<file path="config.mk">
export PLATFORM = sky130hd
export DESIGN_NAME = agen_ls_addr
export DESIGN_NICKNAME = d
export VERILOG_FILES = /design/src/rtl/agen_pkg.sv /design/src/rtl/agen_index_shifter.sv /design/src/rtl/agen_offset_select.sv /design/src/rtl/agen_addsub.sv /design/src/rtl/agen_ls_addr.sv
export SDC_FILE = /design/constraint.sdc
export NUM_CORES = 1
export LEC_CHECK = 0
export ABC_AREA = 1
export CORE_MARGIN = 10
export CORE_UTILIZATION = 50
export DETAILED_ROUTE_END_ITERATION = 16
export GPL_ROUTABILITY_DRIVEN = 0
export PLACE_DENSITY = 0.8
export SYNTH_ARGS = -nofsm -noshare
export SYNTH_HDL_FRONTEND = slang
export SYNTH_SLANG_ARGS = --single-unit
</file>
<file path="constraint.sdc">
create_clock -name vclk -period 7.1
set_clock_uncertainty 0.2 [all_clocks]
set_input_delay 1.42 -clock vclk [all_inputs]
set_output_delay 1.42 -clock vclk [all_outputs]
set_load 0.02 [all_outputs]
</file>
<file path="src/rtl/agen_pkg.sv">
package agen_pkg;
  typedef enum logic [1:0] {
    OFS_IMM    = 2'd0,
    OFS_ZERO   = 2'd1,
    OFS_REG    = 2'd2,
    OFS_SCALED = 2'd3
  } ofs_mode_e;

  typedef enum logic [1:0] {
    SH_LSL = 2'd0,
    SH_LSR = 2'd1,
    SH_ASR = 2'd2,
    SH_ROR = 2'd3
  } shift_kind_e;
endpackage

</file>
<file path="src/rtl/agen_index_shifter.sv">
module agen_index_shifter
  import agen_pkg::*;
#(
  parameter int DATA_W = 32,
  parameter int AMT_W  = $clog2(DATA_W)
) (
  input  logic [DATA_W-1:0] value_i,
  input  shift_kind_e       kind_i,
  input  logic [AMT_W-1:0]  amt_i,
  input  logic              carry_i,
  output logic [DATA_W-1:0] value_o
);
  localparam logic [AMT_W-1:0] AMT_ZERO = '0;

  logic                  amt_is_zero;
  logic [2*DATA_W-1:0]   doubled;
  logic [2*DATA_W-1:0]   rotated_wide;
  logic [DATA_W-1:0]     lsl_res;
  logic [DATA_W-1:0]     lsr_res;
  logic [DATA_W-1:0]     asr_res;
  logic [DATA_W-1:0]     ror_res;

  assign amt_is_zero  = (amt_i == AMT_ZERO);
  assign doubled      = {value_i, value_i};
  assign rotated_wide = doubled >> amt_i;

  always_comb begin
    lsl_res = value_i << amt_i;
    // zero amount encodes a full-width shift for the right shifts
    if (amt_is_zero) begin
      lsr_res = '0;
      asr_res = {DATA_W{value_i[DATA_W-1]}};
      ror_res = {carry_i, value_i[DATA_W-1:1]};
    end else begin
      lsr_res = value_i >> amt_i;
      asr_res = DATA_W'($signed(value_i) >>> amt_i);
      ror_res = rotated_wide[DATA_W-1:0];
    end
  end

  always_comb begin
    unique case (kind_i)
      SH_LSL:  value_o = lsl_res;
      SH_LSR:  value_o = lsr_res;
      SH_ASR:  value_o = asr_res;
      default: value_o = ror_res;
    endcase
  end
endmodule

</file>
<file path="src/rtl/agen_offset_select.sv">
module agen_offset_select
  import agen_pkg::*;
#(
  parameter int DATA_W = 32,
  parameter int IMM_W  = 12
) (
  input  ofs_mode_e         mode_i,
  input  logic [IMM_W-1:0]  imm_i,
  input  logic [DATA_W-1:0] index_i,
  input  logic [DATA_W-1:0] shifted_i,
  output logic [DATA_W-1:0] offset_o
);
  logic [DATA_W-1:0] imm_ext;

  generate
    if (IMM_W < DATA_W) begin : g_zext
      assign imm_ext = {{(DATA_W-IMM_W){1'b0}}, imm_i};
    end else begin : g_trunc
      assign imm_ext = imm_i[DATA_W-1:0];
    end
  endgenerate

  always_comb begin
    unique case (mode_i)
      OFS_IMM:  offset_o = imm_ext;
      OFS_ZERO: offset_o = '0;
      OFS_REG:  offset_o = index_i;
      default:  offset_o = shifted_i;
    endcase
  end
endmodule

</file>
<file path="src/rtl/agen_addsub.sv">
module agen_addsub #(
  parameter int DATA_W = 32
) (
  input  logic [DATA_W-1:0] base_i,
  input  logic [DATA_W-1:0] offset_i,
  input  logic              add_i,
  output logic [DATA_W-1:0] sum_o
);
  logic [DATA_W-1:0] operand;

  // two's complement subtract through one adder: invert and carry in
  assign operand = add_i ? offset_i : ~offset_i;
  assign sum_o   = base_i + operand + {{(DATA_W-1){1'b0}}, ~add_i};
endmodule

</file>
<file path="src/rtl/agen_ls_addr.sv">
module agen_ls_addr
  import agen_pkg::*;
#(
  parameter int DATA_W = 32,
  parameter int IMM_W  = 12,
  parameter int AMT_W  = 5
) (
  input  logic [DATA_W-1:0] base_i,
  input  logic [DATA_W-1:0] index_i,
  input  logic [IMM_W-1:0]  imm_i,
  input  logic              add_i,
  input  logic [1:0]        mode_i,
  input  logic [1:0]        shift_kind_i,
  input  logic [AMT_W-1:0]  shift_amt_i,
  input  logic              carry_i,
  output logic [DATA_W-1:0] addr_o,
  output logic [DATA_W-1:0] offset_o
);
  logic [DATA_W-1:0] shifted;
  logic [DATA_W-1:0] offset;
  logic              eff_add;

  agen_index_shifter #(.DATA_W(DATA_W), .AMT_W(AMT_W)) u_shift (
    .value_i (index_i),
    .kind_i  (shift_kind_e'(shift_kind_i)),
    .amt_i   (shift_amt_i),
    .carry_i (carry_i),
    .value_o (shifted)
  );

  agen_offset_select #(.DATA_W(DATA_W), .IMM_W(IMM_W)) u_sel (
    .mode_i    (ofs_mode_e'(mode_i)),
    .imm_i     (imm_i),
    .index_i   (index_i),
    .shifted_i (shifted),
    .offset_o  (offset)
  );

  // with a zero offset the direction bit cannot matter; force add
  assign eff_add = add_i | (mode_i == OFS_ZERO);

  agen_addsub #(.DATA_W(DATA_W)) u_add (
    .base_i   (base_i),
    .offset_i (offset),
    .add_i    (eff_add),
    .sum_o    (addr_o)
  );

  assign offset_o = offset;
endmodule

</file>
==> metrics, run 1 <==
Yosys top cell by area=nand2_1; Die Y=143 um; synth top area cells=nand2_1, o21ai_0, nand3_1; GR repair worst EP=addr_o[31]; Top-Level Pins=151; stage reached=global routing; Yosys top cell area share=24.4%; cts hold-fix bufs=0; DPL Wire Length=36100 um; Synth Net Count=1596; initial core utilization=51.6%; syn_area_per_cell=5.13 um^2; Ys Warns=0; Row Count=44; All-Layer GR Usage=66.6%; Netlist cell types=53; status=aborted with a tool error; synth cell count leaders=nand2_1, o21ai_0, inv_1, nand3_1, a21oi_1; grt total ovfl=95; die width=143 um; First Err=[ERROR GRT-0232] Routing congestion too high. Check the congestion heatmap in the GUI.; largest net degree at the start of global routing=68; port bufs=151; Post-Syn Instances=1478; Worst-path end type=top-level output; sequential share of the synthesized area=0%; top-count cell post-synth=nand2_1; Mapped Area=7580 um^2
==> per-layer routing <==
metal	global-route usage, %	overflow
met3	56.3	0
met1	64.6	2
met5	27.8	0
met4	66.4	46
met2	80.6	47
==> metrics by stage <==
step	setup WS [ps]	util, %	area (um^2)	instances	TNS, ps
4_1_cts	0.721	83.0	12200	2142	0
3_5_place_dp	-603	82.6	12100	2141	-8810
3_3_place_gp	-412	82.6	12100	2141	-4830
2_1_floorplan	367	-	7580	1478	0
==> timing repair <==
item | 4_1_cts
setup buffers | 1
pin swaps | 3
gates resized for setup | 78
setup endpoints to repair | 24
==> cell families after synthesis <==
| family | count (synthesis) | share of synthesized area, % |
|---|---|---|
| adders and majority gates | 31 | 5.21 |
| and+or+nand+nor | 763 | 43.9 |
| AOI/OAI and AO/OA | 410 | 31.9 |
| buffers and inverters | 223 | 13.0 |
| xor gates and xnor gates | 42 | 4.85 |
| muxes | 9 | 1.19 |
==> run 2, diff against run 1 <==
- CORE_UTILIZATION: 50 -> 35
- PLACE_DENSITY: 0.8 -> default
- PLACE_DENSITY_LB_ADDON: default -> 0.15
==> metrics, run 2 <==
Crit-path slowest cell=ha_1; Detail Route met3 WL=5580 um; Final Critical Period=7000 ps; Worst Setup Path Type=input port to primary output; initial antenna violation count=0; most common cell after layout, fill and taps aside=buf_4; peak supply drop=56.4 uV; Final Max Tran Viols=0; initial drt markers=1891; combinational power share=100.0%; Yosys top cell by area=nand2_1; RSZ-0062 raised after global routing=yes; status=finished, final reports clean; top-count cell post-synth=nand2_1; most frequent cells in the layout=buf_4, nand2_1, inv_1; Reg area=0 um^2; Post-Syn Instances=1478; largest family of logic cells by synthesized area=simple AND/OR/NAND/NOR gates; fin nets=2149; total core area=21200 um^2; initial core utilization=35.8%; synth cell count leaders=nand2_1, o21ai_0, inv_1, nand3_1, a21oi_1; startpoint types=input port; Final Power=1.59 mW; die width=167 um; drt wl/cell=20.0 um; Top-Level Pins=151; Slew HR=54.5%; Pre-Repair DR Iteration Count=6; period utilisation layout=98.6%; area share of fa/ha/maj cells after synthesis=5.21%; hold path depth=5; PD cells=119 nW/um^2; CLK BUF=0; post-DR vias/cell=5.64; number of global-route vias before repair=12000; final worst setup slack=96.6 ps; Clk pwr share=0%; syn_area_per_cell=5.13 um^2; top layer in use=met4; grt total ovfl=0; All-Layer GR Usage=29.7%; synth top area cells=nand2_1, o21ai_0, nand3_1; dpl cell area=12600 um^2; sequential share of the synthesized area=0%; final WL=46100 um; crit end category=primary output; Ys Warns=0; actual slew at the worst max-slew pin=676 ps; Finished Layout Cells=2304; sequential share of power=0%; Max Fclk=0.143 GHz; largest net degree at the start of global routing=50; XOR/XNOR Fraction of Synth Area=4.85%; cell area after layout=13400 um^2; first-pass GRT wire length=67900 um; DRC=0; TNS Setup=0 ps; Ant. Diodes=0; Hold Vio Cnt, Final=0; Synth Area in Compound Gates=31.9%; Row Count=53; Yosys top cell area share=24.4%; antenna violation net count after detailed routing=0; port bufs=151; Post-Synth Simple-Gate Area=43.9%; Synth Net Count=1596; Max-Cap Viols=0; worst hold slack=3590 ps; Worst EP required=5480 ps; switching pwr=0.862 mW; hold path start=base_i[24]; crit path max fanout=10; DPL Wire Length=37000 um; routed via count=13000; Routed met1 length=17700 um; setup violators final=0; critical path arrival=5380 ps; die area=28000 um^2; CP max stage delay=330 ps; Netlist cell types=53; Seq Cell Count=0; Final Core Density=63.2%; Mapped Area=7580 um^2; total leakage power=7.02 nW; met2 routed WL=19500 um; crit-path leading delay family=buffers and inverters; fillers=2010; DP Worst Slack=-737 ps; area grow syn2layout=76.3%; mux cell area share after synthesis=1.19%; WHS Endpoint=addr_o[24]; Internal=0.729 mW; Crit path buffers/inverters=10; sw frac=54.2%; Cells after DPL=2282; layout cell share with drive strength beyond 1=35.7%; worst min path class=input port to primary output; Die Y=167 um
## run 2: cells by family (layout without fill, tap and decap cells)
group,after synthesis,in the layout
multiplexers,9,9
AO/OA/AOI/OAI,410,410
adder cells (fa/ha/maj),31,31
XOR/XNOR,42,42
buffers and inverters,223,774
AND/OR/NAND/NOR,763,763
## run 2: what timing repair did
action / CTS / global route
hold buffers: 0 / 0
resized for setup: 117 / 193
gates cloned: 0 / 7
setup endpoints to repair: 26 / 28
pin swaps: 6 / 41
buffers inserted: 7 / 8
## run 2: area by class of cell
type / instances / area (um^2) / area share, %
Multi-Input combinational cell: 1255 / 7140 / 53.4
Timing Repair Buffer: 637 / 5350 / 40.0
Timing Repair inverter: 1 / 8.76 / 0.0655
Tap cell: 275 / 344 / 2.57
Inverter: 136 / 523 / 3.91
## run 2: how the worst max path moves through the flow
stage / start / to / slack [ps] / cells past startpoint
CTS: index_i[30] / addr_o[27] / -30 / 26
detailed placement: index_i[6] / addr_o[26] / -740 / 33
finish: shift_amt_i[1] / addr_o[29] / 100 / 26
global placement: index_i[6] / addr_o[26] / -680 / 33
floorplan: shift_amt_i[2] / addr_o[26] / 370 / 28
global route: index_i[5] / addr_o[29] / -170 / 26
## run 2: power groups by stage
stage	registers, mW	clock network [mW]	logic [mW]
finish	0	0	1.59
detailed placement	0	0	1.48
global route	0	0	1.69
global placement	0	0	1.47
CTS	0	0	1.48
floorplan	0	0	0.691
## run 2: per-layer routing
layer | vias up | global-route usage (%)
met5 | - | 0
met2 | 896 | 46.6
met3 | 223 | 6.23
met1 | 5811 | 37.2
li1 | 6074 | -
met4 | 0 | 16.2
Power figures use the tool's default switching activity.
